**src/rtl/lpt_pkg.sv**
```systemverilog
package lpt_pkg;
  localparam int ADDR_W = 3;

  typedef enum logic [ADDR_W-1:0] {
    A_CTRL    = 3'd0,
    A_SETUP   = 3'd1,
    A_RELOAD  = 3'd2,
    A_COMPARE = 3'd3,
    A_STATUS  = 3'd4,
    A_CLEAR   = 3'd5
  } lpt_addr_e;

  // control bits
  localparam int CTL_EN  = 0;
  localparam int CTL_GO  = 1;
  // setup bits: divider in [PSC_W-1:0], polarity here
  localparam int SET_POL = 4;
  // status / clear bits
  localparam int FLG_RLD = 0;
  localparam int FLG_CMP = 1;
endpackage

```
**src/rtl/lpt_regs.sv**
```systemverilog
module lpt_regs
  import lpt_pkg::*;
#(
  parameter int CNT_W = 16,
  parameter int PSC_W = 3,
  parameter int DW    = 32
) (
  input  logic              clk_i,
  input  logic              rst_ni,
  input  logic              req_i,
  input  logic              we_i,
  input  logic [ADDR_W-1:0] addr_i,
  input  logic [DW-1:0]     wdata_i,
  output logic [DW-1:0]     rdata_o,
  input  logic              tick_i,
  output logic              en_o,
  output logic              run_o,
  output logic [PSC_W-1:0]  presc_o,
  output logic              pol_o,
  output logic [CNT_W-1:0]  arr_o,
  output logic [CNT_W-1:0]  cmp_o
);
  logic             en_q, en_n, run_q, run_n, pol_q, pol_n;
  logic [PSC_W-1:0] presc_q, presc_n;
  logic [CNT_W-1:0] arr_q, arr_n, cmp_q, cmp_n;
  logic             arr_pend_q, arr_pend_n, cmp_pend_q, cmp_pend_n;
  logic [1:0]       flag_q, flag_n, flag_set, flag_clr;
  logic             wr, wr_ctrl, wr_setup, acc_arr, acc_cmp, wr_clr;

  assign wr       = req_i & we_i;
  assign wr_ctrl  = wr & (addr_i == A_CTRL);
  assign wr_setup = wr & (addr_i == A_SETUP) & ~en_q;
  assign acc_arr  = wr & (addr_i == A_RELOAD) & en_q;
  assign acc_cmp  = wr & (addr_i == A_COMPARE) & en_q;
  assign wr_clr   = wr & (addr_i == A_CLEAR);

  always_comb begin
    en_n    = en_q;
    run_n   = run_q;
    presc_n = presc_q;
    pol_n   = pol_q;
    arr_n   = arr_q;
    cmp_n   = cmp_q;
    if (wr_ctrl) begin
      en_n  = wdata_i[CTL_EN];
      run_n = wdata_i[CTL_EN] & (run_q | (en_q & wdata_i[CTL_GO]));
    end
    if (wr_setup) begin
      presc_n = wdata_i[PSC_W-1:0];
      pol_n   = wdata_i[SET_POL];
    end
    if (acc_arr) arr_n = wdata_i[CNT_W-1:0];
    if (acc_cmp) cmp_n = wdata_i[CNT_W-1:0];
    arr_pend_n = en_q & (acc_arr | (arr_pend_q & ~tick_i));
    cmp_pend_n = en_q & (acc_cmp | (cmp_pend_q & ~tick_i));
    flag_set            = '0;
    flag_set[FLG_RLD]   = arr_pend_q & tick_i;
    flag_set[FLG_CMP]   = cmp_pend_q & tick_i;
    flag_clr            = wr_clr ? wdata_i[1:0] : 2'b00;
    flag_n              = (flag_q & ~flag_clr) | flag_set;
  end

  always_ff @(posedge clk_i or negedge rst_ni) begin
    if (!rst_ni) begin
      en_q       <= 1'b0;
      run_q      <= 1'b0;
      presc_q    <= '0;
      pol_q      <= 1'b0;
      arr_q      <= '0;
      cmp_q      <= '0;
      arr_pend_q <= 1'b0;
      cmp_pend_q <= 1'b0;
      flag_q     <= '0;
    end else begin
      en_q       <= en_n;
      run_q      <= run_n;
      presc_q    <= presc_n;
      pol_q      <= pol_n;
      arr_q      <= arr_n;
      cmp_q      <= cmp_n;
      arr_pend_q <= arr_pend_n;
      cmp_pend_q <= cmp_pend_n;
      flag_q     <= flag_n;
    end
  end

  always_comb begin
    rdata_o = '0;
    case (addr_i)
      A_CTRL: begin
        rdata_o[CTL_EN] = en_q;
        rdata_o[CTL_GO] = run_q;
      end
      A_SETUP: begin
        rdata_o[PSC_W-1:0] = presc_q;
        rdata_o[SET_POL]   = pol_q;
      end
      A_RELOAD:  rdata_o[CNT_W-1:0] = arr_q;
      A_COMPARE: rdata_o[CNT_W-1:0] = cmp_q;
      A_STATUS:  rdata_o[1:0] = flag_q;
      default:   rdata_o = '0;
    endcase
  end

  logic unused_wdata;
  assign unused_wdata = ^wdata_i;

  assign en_o    = en_q;
  assign run_o   = run_q;
  assign presc_o = presc_q;
  assign pol_o   = pol_q;
  assign arr_o   = arr_q;
  assign cmp_o   = cmp_q;
endmodule

```
**src/rtl/lpt_prescaler.sv**
```systemverilog
module lpt_prescaler #(
  parameter int PSC_W = 3
) (
  input  logic             clk_i,
  input  logic             rst_ni,
  input  logic             en_i,
  input  logic [PSC_W-1:0] presc_i,
  output logic             tick_o
);
  localparam int PCNT_W = (1 << PSC_W) - 1;

  logic [PCNT_W-1:0] pcnt_q, pcnt_n, limit;

  assign limit  = (PCNT_W'(1) << presc_i) - PCNT_W'(1);
  assign tick_o = en_i & (pcnt_q == limit);

  always_comb begin
    if (!en_i || tick_o) pcnt_n = '0;
    else                 pcnt_n = pcnt_q + PCNT_W'(1);
  end

  always_ff @(posedge clk_i or negedge rst_ni) begin
    if (!rst_ni) pcnt_q <= '0;
    else         pcnt_q <= pcnt_n;
  end
endmodule

```
**src/rtl/lpt_counter.sv**
```systemverilog
module lpt_counter #(
  parameter int CNT_W = 16
) (
  input  logic             clk_i,
  input  logic             rst_ni,
  input  logic             run_i,
  input  logic             tick_i,
  input  logic             pol_i,
  input  logic [CNT_W-1:0] arr_sh_i,
  input  logic [CNT_W-1:0] cmp_sh_i,
  output logic [CNT_W-1:0] cnt_o,
  output logic [CNT_W-1:0] arr_act_o,
  output logic [CNT_W-1:0] cmp_act_o,
  output logic             pwm_o
);
  logic [CNT_W-1:0] cnt_q, cnt_n, arr_q, arr_n, cmp_q, cmp_n;
  logic             wrap, load;

  assign wrap = (cnt_q == arr_q);
  assign load = tick_i & (~run_i | wrap);

  always_comb begin
    arr_n = load ? arr_sh_i : arr_q;
    cmp_n = load ? cmp_sh_i : cmp_q;
    if (!run_i)      cnt_n = '0;
    else if (tick_i) cnt_n = wrap ? '0 : cnt_q + CNT_W'(1);
    else             cnt_n = cnt_q;
  end

  always_ff @(posedge clk_i or negedge rst_ni) begin
    if (!rst_ni) begin
      cnt_q <= '0;
      arr_q <= '0;
      cmp_q <= '0;
    end else begin
      cnt_q <= cnt_n;
      arr_q <= arr_n;
      cmp_q <= cmp_n;
    end
  end

  assign pwm_o     = pol_i ^ (run_i & (cnt_q > cmp_q));
  assign cnt_o     = cnt_q;
  assign arr_act_o = arr_q;
  assign cmp_act_o = cmp_q;
endmodule

```
**src/rtl/lp_pwm_timer.sv**
```systemverilog
module lp_pwm_timer
  import lpt_pkg::*;
#(
  parameter int CNT_W = 16,
  parameter int PSC_W = 3,
  parameter int DW    = 32
) (
  input  logic              clk_i,
  input  logic              rst_ni,
  input  logic              req_i,
  input  logic              we_i,
  input  logic [ADDR_W-1:0] addr_i,
  input  logic [DW-1:0]     wdata_i,
  output logic [DW-1:0]     rdata_o,
  output logic              pwm_o
);
  logic [1:0]       rst_sync_q;
  logic             rst_n;
  logic             ctl_en, ctl_run, cfg_pol, tick;
  logic [PSC_W-1:0] cfg_presc;
  logic [CNT_W-1:0] arr_sh, cmp_sh, arr_act, cmp_act, cnt_val;

  // asynchronous assert, synchronous release
  always_ff @(posedge clk_i or negedge rst_ni) begin
    if (!rst_ni) rst_sync_q <= 2'b00;
    else         rst_sync_q <= {rst_sync_q[0], 1'b1};
  end
  assign rst_n = rst_sync_q[1];

  lpt_regs #(.CNT_W(CNT_W), .PSC_W(PSC_W), .DW(DW)) u_regs (
    .clk_i   (clk_i),
    .rst_ni  (rst_n),
    .req_i   (req_i),
    .we_i    (we_i),
    .addr_i  (addr_i),
    .wdata_i (wdata_i),
    .rdata_o (rdata_o),
    .tick_i  (tick),
    .en_o    (ctl_en),
    .run_o   (ctl_run),
    .presc_o (cfg_presc),
    .pol_o   (cfg_pol),
    .arr_o   (arr_sh),
    .cmp_o   (cmp_sh)
  );

  lpt_prescaler #(.PSC_W(PSC_W)) u_psc (
    .clk_i   (clk_i),
    .rst_ni  (rst_n),
    .en_i    (ctl_en),
    .presc_i (cfg_presc),
    .tick_o  (tick)
  );

  lpt_counter #(.CNT_W(CNT_W)) u_cnt (
    .clk_i     (clk_i),
    .rst_ni    (rst_n),
    .run_i     (ctl_run),
    .tick_i    (tick),
    .pol_i     (cfg_pol),
    .arr_sh_i  (arr_sh),
    .cmp_sh_i  (cmp_sh),
    .cnt_o     (cnt_val),
    .arr_act_o (arr_act),
    .cmp_act_o (cmp_act),
    .pwm_o     (pwm_o)
  );
endmodule

```
**config.mk**
```make
export PLATFORM = sky130hd
export DESIGN_NAME = lp_pwm_timer
export DESIGN_NICKNAME = d
export VERILOG_FILES = /design/src/rtl/lpt_pkg.sv /design/src/rtl/lpt_regs.sv /design/src/rtl/lpt_prescaler.sv /design/src/rtl/lpt_counter.sv /design/src/rtl/lp_pwm_timer.sv
export SDC_FILE = /design/constraint.sdc
export NUM_CORES = 1
export LEC_CHECK = 0
export BUFFER_PORTS_ARGS = -buffer_cell sky130_fd_sc_hd__buf_2
export CORE_ASPECT_RATIO = 0.8
export CORE_MARGIN = 5
export CORE_UTILIZATION = 52
export DETAILED_ROUTE_END_ITERATION = 7
export GPL_TIMING_DRIVEN = 1
export HOLD_SLACK_MARGIN = 0.05
export PLACE_DENSITY = 0.76
export SYNTH_ARGS = -nofsm -noshare
export SYNTH_HDL_FRONTEND = slang
export SYNTH_SLANG_ARGS = --single-unit
```
**constraint.sdc**
```tcl
create_clock -name clk_i -period 2.95 [get_ports clk_i]
set_input_delay 0.885 -clock clk_i [delete_from_list [all_inputs] [get_ports clk_i]]
set_output_delay 0.885 -clock clk_i [all_outputs]
set_load 0.01 [all_outputs]
```
# After elaboration in Yosys (flattened, before gate mapping)
# Cells that the tools add are included.
# word_totals
regBits	99
out_inout_bits	33
# classes
n_addsub	3
order_cmp	1
eq_ne	8
n_shift	1
n_mux	10
bitwise	31
reduce_logical	3
# op_table
operator	count
16-bit two-way mux	3
11-bit one-hot mux with 2 select lines	1
1-bit AND	20
16-bit by 1-bit adder with 16-bit output, second input constant	1
16-bit equality test	1
16-bit greater-than comparator	1
2-bit one-hot mux with 5 select lines	1
7-bit by 1-bit adder with 7-bit output, second input constant	1
7-bit equality test	1
7-bit two-way mux	1
1-bit by 3-bit << shifter with 7-bit output, first input constant	1
7-bit by 2-bit subtractor with 7-bit output, second input constant	1
3-bit by 2-bit equality test with 1-bit output, second input constant	2
3-bit equality test, second input constant	2
1-bit one-hot mux with 3 select lines	2
1-bit bitwise OR	4
3-bit by 1-bit equality test with 1-bit output, second input constant	1
3-bit zero test	1
1-bit NOT	3
2-bit AND	1
2-bit two-way mux	1
2-bit != test, second input constant	1
2-bit NOT	1
2-bit bitwise OR	1
4 further kinds	4

# Logic depth before layout (Yosys ltp)
# Gate-level depths: netlist (run 1).
# depth
ltp_word	8
ltp_mapped	13

# Cells and area by module
# A second synthesis (run 1) with hierarchy kept.
# hier_totals
hier_cells	479
hier_area_um2	5459.0
# by_module_without_submodules
mod	instances	cells_each	area_per_inst_um2	seq_area_each_um2
lpt_counter	1	259	2722.6	1201.2
lpt_regs	1	163	2174.6	1051.0
lpt_prescaler	1	54	508.0	175.2
lp_pwm_timer	1	3	53.8	50.0

# Least setup slack after synthesis (run 1)
# OpenSTA, ideal clock, no wires.
# synth_path
path_kind	input-to-output
from	input port addr_i[0]
to	output port rdata_o[1]
arrival_time_ns	2.305
required_time_ns	2.065
path_slack_ns	-0.240
path_stages	5
n_path_buf	3
cell_sequence	clkbuf_1 -> clkbuf_1 -> buf_1 -> a31oi_1 -> o22ai_1
# synth_between
elab_chain_len	2
elab_cells_between_ends	6
cone_classes	eq/ne: 4; mux: 1; reduce/logical: 1
# synth_lines
element	line_no	text
from (decl)	lp_pwm_timer.sv:12	input logic [ADDR_W-1:0] addr_i,
3-bit equality test (tied with other cells)	lpt_regs.sv:89	case (addr_i)
2-bit one-hot mux with 5 select lines *	lpt_regs.sv:89	
to (decl)	lp_pwm_timer.sv:14	output logic [DW-1:0] rdata_o,
# Every way passes the cells marked *; elsewhere a longest branch is shown, timed or not.

# Final worst setup path (run 1)
# layout_path
from	register u_cnt.cnt_q[13] (netlist: u_cnt.cnt_o[13])
to	output port pwm_o
# layout_between
elab_chain_len	3
# layout_lines
element	line_no	text
from (decl)	lpt_counter.sv:16	logic [CNT_W-1:0] cnt_q, cnt_n, arr_q, arr_n, cmp_q, cmp_n;
from (signal assigned)	lpt_counter.sv:36	cnt_q <= cnt_n;
16-bit greater-than comparator	lpt_counter.sv:42	assign pwm_o = pol_i ^ (run_i & (cnt_q > cmp_q));
1-bit AND	lpt_counter.sv:42	
1-bit bitwise XOR	lpt_counter.sv:42	
to (decl)	lp_pwm_timer.sv:15	output logic pwm_o
# Every way passes these cells.

==> run summary, run 1 <==
The run finished, with violations left. The final reports fail on negative setup slack. In this run the vertical extent of the chip is 101 um. The die is 124 um wide.

Relative to the synthesized area, the layout overhead comes to 18.5%. The final routed wire length divided by cell count was 17.1 um. A synthesized cell averages 11.3 um2. In this run the remaining antenna-violating nets after routing total 0.

For the utilization after layout, the log shows 63.0%. The run gives 0 as the number of antenna violations at the first check in global routing. Global routing consumed, over all layers together, 19.5% of the routing resources. The number of enable-type register cells in the synthesized netlist works out to 0.

IR analysis of the VDD net gives a maximum drop of 0.394 mV. The minimum clock period is 3.07 ns. After synthesis the cells add up to 5440 um2. Among all stages on the critical path, the largest delay is contributed by dfrtp_1. The required time of the worst setup path came out at 2.07 ns.

At the end of routability-driven placement, the weighted congestion stood at 0.921. Of all nets on the critical path, the largest fanout is 2. Type of the worst setup path: register to output port. The total of fill cells in the finished design was 789; the number of buffer cells added on primary ports was 39. The H-tree generated during clock tree synthesis spans 3 levels. The post-route setup TNS came out at -0.119 ns. The logs give 10200 um2 for the area inside the core boundary and 12600 um2 for the floorplan die area. The starting density of the core is 53.1%. The clock tree buffer depth is 2. The combined buffer and inverter count along the critical path is 1, and the source-to-sink clock delay at the later pin of the worst-skew pair is 0.34 ns.

Power comes to 4.95 mW. The tools report the TritonCTS buffer count as 9. Largest incremental delay on the critical path: 0.39 ns.

The share of synthesized area occupied by flip-flops and latches was 45.5%. The async set-or-reset flop fraction in the synthesized netlist was 100%. After clock tree synthesis, the clock-pin slew on the worst setup and hold paths is 0.07 ns.

The number of failing setup endpoints in the final timing report is 1, and the post-detailed-routing wire length is 11.9 mm. The first global-routing pass estimated 19.8 mm of wire. The pre-CTS setup slack is -0.207 ns, and the final count of hold timing violations is 0. TritonCTS built the clock tree. The tree is rooted in a clkbuf_16.

For the number of DRC violations after detailed routing, the log shows 0. The logs give -0.119 ns for the worst setup slack after layout and 0 for the overflow left after global routing. The floorplan has 33 rows. Entering global routing, the biggest net connects 55 pins.

Measured in cells, the most critical reg-to-reg path has a length of 7. For this design the top-level I/O count stands at 72. In the final layout, flip-flops and latches occupy 2480 um2. For the number of warning messages in the yosys log, the log shows 0. Traced cell by cell, the critical path runs through ha_1 > a21oi_2 > nor2b_1 > o21ai_0 > o21ai_1 > o311ai_2 > xnor2_1 > buf_2.

The net total in the final layout is 609. The worst register-to-register path begins at u_regs.presc_o[0]. After the first detailed-routing iteration, the DRC count stood at 169.

Hold is met by 0.306 ns. Headroom to the max-slew limit came out at 58.5%. In this run the static leakage power is 3.13 nW. The worst register-to-register path has a setup slack of 0.02 ns. The final max-slew violation count was 0; the post-route clock skew was 0.00835 ns.

The tightest min-delay check is of the input pin to async pin type. The prevailing post-synth register cell is dfrtp_1. The total power divided by cell area was 768 nW/um2. The run gives 0 as the max-capacitance violation count. The tools report the count of antenna diodes in the layout as 0. Setup repair after global routing could not meet its margin everywhere.

The kind of cell adding the most delay to the critical path was compound AO/OA/AOI/OAI gates. At the worst endpoint, the arrival time is 2.18 ns. In the final layout, the share of cells above drive strength 1 is 36.7%. In this run the critical register-to-register path is captured at u_cnt.arr_act_o[10]. The number of global-route vias before repair is 3986. For this block, the via count after detailed routing is 3798. The first detailed-routing pass took 7 iterations.

The clock drives 99 sinks. At the pin with the least slew margin, the transition time is 0.622 ns. STA classifies the critical path endpoint as an output port. The number of standard cells after synthesis is 482.

Summed over all nets, the half-perimeter wirelength after detailed placement is 8.06 mm. Based on the critical path, the design can be clocked at up to 326 MHz. The tools report the critical path launch point type as a register. The synthesized design contains 99 register bits. Of the available clock period, the critical path in the final layout requires 104%. In the final layout, the multi-input gates occupy 2860 um2. In the routed layout, each cell is associated on average with a via count of 5.46.

The synthesized netlist contains 50 unique library cells.
-- where the power goes --
part | leakage [nW] | switching, mW | total (mW) | internal [mW]
combinational | 1.70 | 0.761 | 1.73 | 0.969
clock | 0.138 | 0.543 | 1.14 | 0.592
sequential | 1.29 | 0.332 | 2.08 | 1.75
-- cells in the final DEF (no fill, tap or decap), drive strengths merged, types with 8 or more instances in the layout --
cell type / synthesis / layout
mux2i: 14 / 14
inv: 22 / 26
xor2: 20 / 20
conb: 2 / 17
o21ai: 15 / 15
clkbuf: 13 / 10
nand4: 10 / 10
nor2: 38 / 38
dfrtp: 99 / 99
mux2: 68 / 68
buf: 27 / 83
nand3: 10 / 10
xnor2: 16 / 16
a21oi: 12 / 12
nor3: 8 / 8
ha: 19 / 19
nand2: 26 / 26
-- flip-flops by register name, summed over array words and instances, names as in the netlist, 2 cells and up --
| name | flops |
|---|---|
| rst_sync_q | 2 |
| u_cnt.arr_act_o | 16 |
| u_cnt.cmp_act_o | 16 |
| u_cnt.cnt_o | 16 |
| u_psc.pcnt_q | 7 |
| u_regs.arr_o | 16 |
| u_regs.cmp_o | 16 |
| u_regs.flag_q | 2 |
| u_regs.presc_o | 3 |
-- final cells by class --
class / count / area share (%)
multi-input combinational: 336 / 44.4
sequential: 99 / 38.5
timing repair buffer: 83 / 8.67
clock buffer: 10 / 3.55
tap: 140 / 2.72
inverter: 22 / 1.28
clock inverter: 6 / 0.873
-- cell families after synthesis --
logic type      Yosys count  synth area share (%)
mux                      83                  19.1
simple gates            124                  11.3
buf+inv                  62                  6.12
fa+ha+maj                19                  4.37
xor+xnor                 36                  5.80
other cells               2                 0.138
flops                    99                  45.5
compound gates           57                  7.55
-- metrics by stage --
step	cells	area, um2
2_1_floorplan	497	5520
3_3_place_gp	671	5940
3_5_place_dp	671	5940
4_1_cts	691	6310
5_1_grt	696	6450
6_report	696	6450
-- worst max path at each step --
stage / from / to / slack, ns / cells past startpoint
floorplan: u_regs.presc_o[0] / u_cnt.arr_act_o[0] / 0.006 / 10
finish: u_cnt.cnt_o[13] / pwm_o / -0.12 / 8
global placement: u_cnt.cnt_o[9] / pwm_o / -0.16 / 9
CTS: u_cnt.cnt_o[2] / pwm_o / -0.17 / 9
detailed placement: u_cnt.cnt_o[9] / pwm_o / -0.21 / 9
global route: u_cnt.cnt_o[13] / pwm_o / -0.25 / 8
-- metal layers --
layer  part of all wire [%]  routed length [um]  vias to the layer above  GRT usage (%)
met5                      0                   0                        -              0
met4                    1.3                 157                        0           5.48
met3                    5.6                 670                       17           4.22
met2                     48                5720                      118           32.6
met1                     45                5380                     1872           26.0
li1                       -                   -                     1791              -
-- synthesized netlist by cell type (2+ instances only) --
cell      count  share of area, %
nor2b_1       6              0.69
a21boi_0      2              0.28
nand2_1      26               1.8
conb_1        2              0.14
a211oi_1      2              0.28
buf_6         4              0.83
mux2_4       30               8.3
mux2_2       38               7.9
ha_1         19               4.4
inv_1        22               1.5
xor2_1       20               3.2
nor3b_1       2              0.28
clkbuf_1     13              0.90
xnor2_1      16               2.6
a21oi_1      12               1.1
and3_1        3              0.35
a211oi_2      5               1.2
a22oi_1       2              0.28
or4_1         2              0.28
nor2_1       38               2.6
or3_1         3              0.35
nand2b_1      2              0.23
o31ai_1       4              0.55
buf_2         5              0.46
nand3_1      10              0.92
a21o_1        2              0.28
and2_1        5              0.58
a31oi_1       3              0.35
and4_1        2              0.32
o21a_1        2              0.28
buf_4        17               2.3
nand4_1      10               1.2
mux2i_1      14               2.6
o21bai_1      2              0.28
nor4_1        5              0.58
nor3_1        7              0.64
dfrtp_1      99                46
o21ai_0      14               1.3
-- timing repair --
item                                    in CTS  in global routing
gates resized for setup                     14                 20
endpoints found under the setup margin      26                 41
pin swaps                                    7                  7
hold buffers                                 0                  0
cloned                                       0                  1
setup buffers                                5                  4
Note: power is estimated with default switching activity, not from simulation.
==> inputs of run 2 (changes only) <==
--- a/config.mk
+++ b/config.mk
@@ -5,14 +5,16 @@
 export SDC_FILE = /design/constraint.sdc
 export NUM_CORES = 1
 export LEC_CHECK = 0
+export ABC_AREA = 1
 export BUFFER_PORTS_ARGS = -buffer_cell sky130_fd_sc_hd__buf_2
 export CORE_ASPECT_RATIO = 0.8
 export CORE_MARGIN = 5
-export CORE_UTILIZATION = 52
+export CORE_UTILIZATION = 53
 export DETAILED_ROUTE_END_ITERATION = 7
 export GPL_TIMING_DRIVEN = 1
 export HOLD_SLACK_MARGIN = 0.05
-export PLACE_DENSITY = 0.76
+export PLACE_DENSITY = 0.77
+export SKIP_LAST_GASP = 1
 export SYNTH_ARGS = -nofsm -noshare
 export SYNTH_HDL_FRONTEND = slang
 export SYNTH_SLANG_ARGS = --single-unit
==> run 2 against run 1 <==
Critical endpoint unchanged. The flow now finishes without violations. Via count rose by 38%. Final area rose by 2.6%. Highest routed layer unchanged. Register-to-register slack improved by 0.38 ns. Power fell by 0.52%. Count of clock-buffer cells in the layout did not move. Global-route usage rose by 2.6 points. Cell count rose by 40%. Sequential power fell by 3%. Combinational power barely moved. Synthesized cell count rose by 61%. Worst hold slack got worse by 0.0071 ns. Sequential share of layout area fell by 0.78 points.
==> run summary, run 2 <==
The tools report the total of fill cells in the finished design as 979 (+24%). For the H-tree level count, the log shows 3 (unchanged). Summed over all instances, the cell type with the most area after synthesis is dfrtp_1. Class of the most critical hold timing path: input pin to async pin. Register-to-register path setup slack: 0.40 ns (+0.38 ns). The synthesized-area fraction occupied by and/or/nand/nor cells works out to 32.0% (+21 points). The post-route setup TNS was 0 ns (+0.119 ns). Combinational family with the most area after synthesis: simple AND/OR/NAND/NOR gates. The library cell used most frequently in the layout, excluding fill and tap cells, is nand2_1. The share of synthesized area occupied by flip-flops and latches is 42.5% (-3.0 points), and the area share of xor/xnor cells in the synthesized design is 1.35% (-4.4 points). The most critical setup path has its endpoint at pwm_o. The critical path capture point type was an output port. TritonCTS built the clock tree.

The clock tree buffer depth is 2 (unchanged). The utilization after layout was 61.2% (-1.8 points); the remaining max-slew budget at the tightest pin was 58.1% (-0.41 points). In the layout the commonest cells are nand2_1, dfrtp_1, inv_1.

For the area inside the core boundary, the log shows 10800 um2 (+5.5%). Number of warning messages in the yosys log: 0 (unchanged). The largest net degree at the start of global routing was 50 (-9.1%). Compared with the post-synthesis result, the final layout area differs by 13.6%. The top-area cell type share of the netlist area came out at 42.5% (-3.0 points). The number of buffer cells added on primary ports was 39 (unchanged); the standby leakage power was 3.43 nW (+9.5%). The number of global-route vias before repair was 4817 (+21%); the global-route total usage across every layer was 22.0% (+2.6 points). The source-to-sink clock delay at the later pin of the worst-skew pair was 0.35 ns (about the same). The max-capacitance violation count came out at 0 (unchanged).

The logs give 99 (unchanged) for the clock sink count and 973 (+40%) for the number of standard cells in the final layout excluding fillers. The tools report the sequential standard cell area as 2490 um2 (+0.50%). For the final max-slew violation count, the log shows 0 (unchanged). The number of failing setup endpoints in the final timing report was 0 (-1); the clock-pin slew on the worst setup and hold paths was 0.07 ns (about the same).

The run gives 34 (+3.0%) as the number of standard-cell rows in the floorplan. In the synthesized netlist, the cells that appear most often are nand2_1, dfrtp_1, inv_1. The detailed-route vias per instance came out at 5.40 (-1.0%). The highest achievable clock rate was 350 MHz (+7.3%).

The number of antenna violations at the first check in global routing was 0 (unchanged); the maximum fanout encountered on the critical timing path was 3 (+1). The tools report the final count of hold timing violations as 0 (unchanged). The post-detailed-routing wire length came out at 14.6 mm (+22%).

The flow ran to the end, and the final reports show no timing, DRC or antenna violations. The layout cell share with drive strength beyond 1 works out to 16.8% (-20 points). Most used standard cell by instance count after synthesis: nand2_1. The starting DRC count in detailed routing was 351 (+110%); the I/O pin count was 72 (unchanged). Count of antenna diodes in the layout: 0 (unchanged). The post-route clock skew was 0.00887 ns (+0.000512 ns). The prevailing post-synth register cell is dfrtp_1. The detailed-routing iteration count for the pre-antenna-repair pass is 5 (-2), and the final antenna-violating net count is 0 (unchanged). The total via count after detailed routing came out at 5256 (+38%). The number of enable-type register cells in the synthesized netlist was 0 (unchanged); the TritonCTS buffer count was 9 (unchanged). The tools report the number of DRC violations after detailed routing as 0 (unchanged). The critical path starts at u_cnt.cnt_o[11]. The slew at the pin with the worst max-slew slack came out at 0.629 ns (+0.00619 ns). The share of the synthesized area in compound gates (AO/OA/AOI/OAI) works out to 8.62% (+1.1 points). The multiplexer share of the synthesized area was 0% (-19 points).

The total standard cell area after synthesis came out at 5820 um2 (+7.1%). The floorplan die area is 13200 um2 (+4.6%), and the total design power is 4.92 mW (-0.52%). The total power divided by cell area is 744 nW/um2 (-3.0%). The worst path arrival time was 1.98 ns (-0.20 ns). The run gives 0 (unchanged) as the count of hold buffers inserted by post-cts repair.

The async set-or-reset flop fraction in the synthesized netlist was 100% (unchanged); the net total in the final layout was 882 (+45%). The tools report the first-pass GRT wire length as 23.7 mm (+20%). The overflow left after global routing was 0 (unchanged). The starting density of the core was 53.9% (+0.77 points); the distinct cell type count after synthesis was 39 (-22%). The weighted congestion at the end of routability-driven global placement was 0.865 (-6.1%); the die height was 104 um (+2.2%). The overall die width came out at 127 um (+2.3%). The tools report the critical path launch point type as a register. The startpoint of the worst-slack reg-to-reg timing path was u_regs.presc_o[1]. For the required time of the worst setup path, the log shows 2.07 ns (about the same). The root buffer selected by CTS was clkbuf_16. The mean instance size in the synthesized netlist is 7.48 um2 (-34%).

The final routed wire length divided by cell count came out at 15.0 um (-13%). The part of the cycle the worst path needs was 97.0% (-7.1 points); the minimum clock period was 2.86 ns (-0.208 ns). The number of synthesized register bits was 99 (unchanged); the number of cells in the design after placement was 944 (+41%). Ranked by total cell area, the synthesized netlist is headed by dfrtp_1, nand2_1, inv_1. The logs give 0.0897 ns (+0.208 ns) for the worst setup slack after layout and 0.126 ns (+0.333 ns) for the pre-CTS setup slack. The cell count of the worst reg-to-reg path was 13 (+6). The arithmetic-cell share of the synthesized area counting full adders, half adders and majority gates works out to 4.08% (-0.29 points). For the worst IR drop on VDD, the log shows 0.430 mV (+9.0%).

For the half-perimeter wire length after detailed placement, the log shows 10.4 mm (+29%). The tools report the area of the multi-input gates as 2850 um2 (-0.61%). The critical path is of the register to output port type.

The endpoint of the lowest-slack register-to-register path is u_cnt.cmp_act_o[5]. The number of standard cells after synthesis was 778 (+61%).
-- run 2: worst min path at each step --
stage | start | endpoint | slack (ns) | depth (start not counted)
2_1_floorplan | rst_sync_q[0] | rst_sync_q[1] | 0.33 | 0
3_3_place_gp | rst_sync_q[0] | rst_sync_q[1] | 0.34 | 0
3_5_place_dp | rst_sync_q[0] | rst_sync_q[1] | 0.35 | 0
4_1_cts | rst_ni | rst_sync_q[1] | 0.30 | 1
5_1_grt | rst_ni | rst_sync_q[1] | 0.29 | 1
6_report | rst_ni | rst_sync_q[1] | 0.30 | 1
-- run 2: power by group --
group	switching (mW)	leakage, nW	internal, mW
Combinational	1.09	2.00	0.606
Clock	0.534	0.149	0.668
Sequential	0.334	1.28	1.69
-- run 2: routing by layer --
metal | share of wire (%) | vias to the layer above | wire (um) | GRT usage, %
li1 | - | 2556 | - | -
met1 | 45 | 2479 | 6600 | 32.1
met2 | 45 | 197 | 6630 | 33.8
met3 | 7.7 | 24 | 1130 | 5.20
met4 | 1.5 | 0 | 225 | 4.29
met5 | 0 | - | 0 | 0
-- run 2: logic make-up after synthesis --
group | count (synthesis)
fa+ha+maj | 19
buf+inv | 143
flops | 99
compound gates | 87
other cells | 2
xor+xnor | 9
simple gates | 419
-- run 2: critical path, stage by stage, from the launching register on --
cell	delay (ns)
dfrtp_2	0.44
ha_4	0.25
a21oi_1	0.11
o21ai_0	0.10
a21oi_1	0.28
nand2_2	0.09
nand2_1	0.07
nand2_1	0.06
nand2_2	0.11
buf_6	0.11
-- run 2: what timing repair did --
action	CTS	global route
buffers inserted	0	13
resized for setup	0	29
endpoints found under the hold margin	0	0
endpoints found under the setup margin	0	1
-- run 2: per-stage QoR --
step | hold slack, ns | area (um2)
final | 0.299 | 6610
after global routing | 0.291 | 6610
after CTS | 0.299 | 6390
after detailed placement | 0.348 | 6090
after global placement | 0.338 | 6090
after floorplan | 0.331 | 5880
-- run 2: final cells by class --
class                   instances  share of cell area [%]
multi-input cells             551                    43.0
flip-flops and latches         99                    37.7
repair buffers                 69                    6.64
inverters                      94                    5.33
clock buffers                  10                    3.46
well taps                     144                    2.72
clock inverters                 6                    1.10
==> inputs of run 3 (changes only) <==
--- a/config.mk
+++ b/config.mk
@@ -7,13 +7,15 @@
 export LEC_CHECK = 0
 export ABC_AREA = 1
 export BUFFER_PORTS_ARGS = -buffer_cell sky130_fd_sc_hd__buf_2
+export CELL_PAD_IN_SITES_DETAIL_PLACEMENT = 1
+export CELL_PAD_IN_SITES_GLOBAL_PLACEMENT = 2
 export CORE_ASPECT_RATIO = 0.8
 export CORE_MARGIN = 5
-export CORE_UTILIZATION = 53
+export CORE_UTILIZATION = 30
 export DETAILED_ROUTE_END_ITERATION = 7
 export GPL_TIMING_DRIVEN = 1
 export HOLD_SLACK_MARGIN = 0.05
-export PLACE_DENSITY = 0.77
+export PLACE_DENSITY_LB_ADDON = 0.1
 export SKIP_LAST_GASP = 1
 export SYNTH_ARGS = -nofsm -noshare
 export SYNTH_HDL_FRONTEND = slang
==> run 3 against run 2 <==
Utilization is 26 points lower. Power grew 1.5%. Count of clock-buffer cells in the layout shrank 1. Clock skew grew 0.0055 ns. Maximum frequency shrank 1.3%. Via count down 0.82%. Critical path depth down 2. Non-clock buffer count did not move. Sequential share of layout area shrank 0.87 points. Worst hold slack is essentially flat. Clock power increased by 4%.
==> run summary, run 3 (same netlist as run 2, synthesis figures left out) <==
The cell count of the worst reg-to-reg path works out to 15 (+2). The worst hold path belongs to the class input pin to async pin. The commonest non-fill, non-tap cell in the layout is nand2_1. The number of antenna violations at the first check in global routing was 0 (unchanged); the post-route worst hold slack was 0.299 ns (-0.0000500 ns). The number of global-route vias before repair is 5509 (+14%). The worst path arrival time is 2.01 ns (+0.03 ns), and the total via count after detailed routing is 5213 (-0.82%). STA classifies the critical path startpoint as an input pin. Root buffer selected by CTS: clkbuf_16. The standby leakage power is 3.44 nW (+0.33%). The total power divided by cell area is 740 nW/um2 (-0.63%), and the max-capacitance violation count is 0 (unchanged). The largest incremental delay on the critical path came out at 0.28 ns (-0.16 ns).

The worst IR drop on VDD came out at 0.282 mV (-34%). TritonCTS built the clock tree. The I/O pin count is 72 (unchanged), and the clock-pin slew on the worst setup and hold paths is 0.07 ns (about the same). Net total in the final layout: 882 (unchanged). The top cell types in the final layout, fill and taps aside, are nand2_1, dfrtp_1, inv_1. The final max-slew violation count was 0 (unchanged). The die height is 135 um (+30%), and the half-perimeter wire length after detailed placement is 13.1 mm (+26%).

The area inside the core boundary is 19000 um2 (+76%), and the detailed-routing iteration count for the pre-antenna-repair pass is 4 (-1). The required time of the worst setup path came out at 2.07 ns (about the same). The tools report the post-route clock skew as 0.0144 ns (+0.00550 ns). For the largest net degree at the start of global routing, the log shows 54 (+8.0%). The worst setup path is of the input pin to output port kind. Setup repair after global routing could not meet its margin everywhere. The run finished with clean final reports. The final routed wire length divided by cell count was 16.7 um (+12%); the number of DRC violations after detailed routing was 0 (unchanged).

The remaining max-slew budget at the tightest pin is 49.3% (-8.8 points). The end point of the critical path is rdata_o[10]. Global-route total usage across every layer: 16.7% (-5.4 points). The run gives 0 (unchanged) as the final antenna-violating net count.

The first-pass GRT wire length was 29.9 mm (+26%). The overall die width is 166 um (+30%), and the weighted congestion at the end of routability-driven global placement is 0.812 (-6.2%). The tools report the register-to-register path setup slack as 0.29 ns (-0.11 ns). The post-detailed-routing wire length was 18.2 mm (+25%); the count of antenna diodes in the layout was 0 (unchanged). By instance count, the cell type seen most on the critical path is buf_2. The number of stages on the worst setup path is 7 (-2). The run gives 236 (-33%) as the starting DRC count in detailed routing.

STA classifies the critical path endpoint as an output port. The slowest stage of the critical path is the nor3_4 cell. The count of hold buffers inserted by post-cts repair was 0 (unchanged); the clock sink count was 99 (unchanged).

The slew at the pin with the worst max-slew slack is 0.761 ns (+0.132 ns), and the worst setup slack after layout is 0.0513 ns (-0.0383 ns). For the number of standard-cell rows in the floorplan, the log shows 45 (+32%). The tools report the timing startpoint of the critical path as addr_i[0]. Startpoint of the worst-slack reg-to-reg timing path: u_regs.presc_o[1]. The overflow left after global routing was 0 (unchanged); the detailed-route vias per instance was 4.80 (-11%).

The starting density of the core was 30.6% (-23 points); the minimum clock period was 2.90 ns (+0.0383 ns). The final count of hold timing violations is 0 (unchanged), and the number of failing setup endpoints in the final timing report is 0 (unchanged). In this run the critical register-to-register path is captured at u_regs.arr_pend_q. Number of buffer cells added on primary ports: 39 (unchanged). Total design power: 5.00 mW (+1.5%). Traced cell by cell, the critical path runs through buf_2 > inv_1 > nor3_4 > buf_4 > buf_12 > a22o_1 > buf_2. For the floorplan die area, the log shows 22300 um2 (+69%).

The H-tree level count is 3 (unchanged), and the combined buffer and inverter count along the critical path is 5 (+4). The run gives 0.36 ns (about the same) as the source-to-sink clock delay at the later pin of the worst-skew pair. For the clock tree buffer depth, the log shows 2 (unchanged). The part of the cycle the worst path needs came out at 98.3% (+1.3 points). For the highest achievable clock rate, the log shows 345 MHz (-1.3%). The maximum fanout encountered on the critical timing path was 11 (+8); the pre-CTS setup slack was 0.00226 ns (-0.124 ns). The area added between synthesis and finish works out to 16.0%. The layout cell share with drive strength beyond 1 came out at 15.9% (-0.83 points).

Grouping stages by cell kind, the critical path spends the most delay in buffers and inverters. The TritonCTS buffer count came out at 9 (unchanged).
run 3: cell types whose count changed in the layout (fill, tap and decap cells not counted), moves of 2 or more:
cell     previous run  this run
a21oi_1             8        10
a21oi_2             4         1
buf_4              29        27
dfrtp_1            88        92
dfrtp_2            10         6
ha_1               13        15
ha_4                6         4
inv_6               1         3
run 3: where the power goes:
group / switching, mW / leakage (nW) / total (mW) / internal (mW)
Sequential: 0.298 / 1.29 / 1.98 / 1.69
Combinational: 1.17 / 2.00 / 1.76 / 0.597
Clock: 0.577 / 0.150 / 1.25 / 0.672
Total: 2.04 / 3.44 / 5.00 / 2.96
run 3: timing repair:
item / in CTS / in global routing
resized for setup: 6 / 19
gates cloned: 0 / 0
buffers inserted: 2 / 5
pin swaps: 0 / 4
setup endpoints to repair: 3 / 2
run 3: metal layers:
metal	routed length (um)	vias up	global-route usage, %
met5	0	-	0
met4	299	0	4.21
met3	509	22	3.01
met2	8320	71	27.7
met1	9030	2563	22.7
li1	-	2557	-
run 3: worst reg2reg max path: cells and delay by family (launching register included):
family | cells | cell delay (ns)
simple gates | 12 | 1.58
flops | 1 | 0.52
buf+inv | 2 | 0.16
fa+ha+maj | 1 | 0.29
run 3: through the flow:
stage	cell area, um2	TNS (ns)	util, %	std cells
after floorplan	5880	0	-	793
after global placement	6290	0	33.1	1064
after detailed placement	6290	0	33.1	1064
after CTS	6630	0	34.8	1081
after global routing	6760	-0.0189	35.5	1086
final	6760	0	35.5	1086
run 3: final cells by class:
cell class                 count  area (um2)
timing repair buffer          69         449
tap                          258         323
fill                        2394       12300
sequential                    99        2490
clock inverter                 6        81.3
multi-input combinational    551        2840
clock buffer                   9         225
inverter                      94         353
run 3: worst min path at each step:
stage                  start       endpoint  slack, ns  cells past startpoint
2_1_floorplan  rst_sync_q[0]  rst_sync_q[1]       0.33                      0
3_3_place_gp   rst_sync_q[0]  rst_sync_q[1]       0.34                      0
3_5_place_dp   rst_sync_q[0]  rst_sync_q[1]       0.34                      0
4_1_cts               rst_ni  rst_sync_q[1]       0.28                      1
5_1_grt               rst_ni  rst_sync_q[1]       0.28                      1
6_report              rst_ni  rst_sync_q[1]       0.30                      1
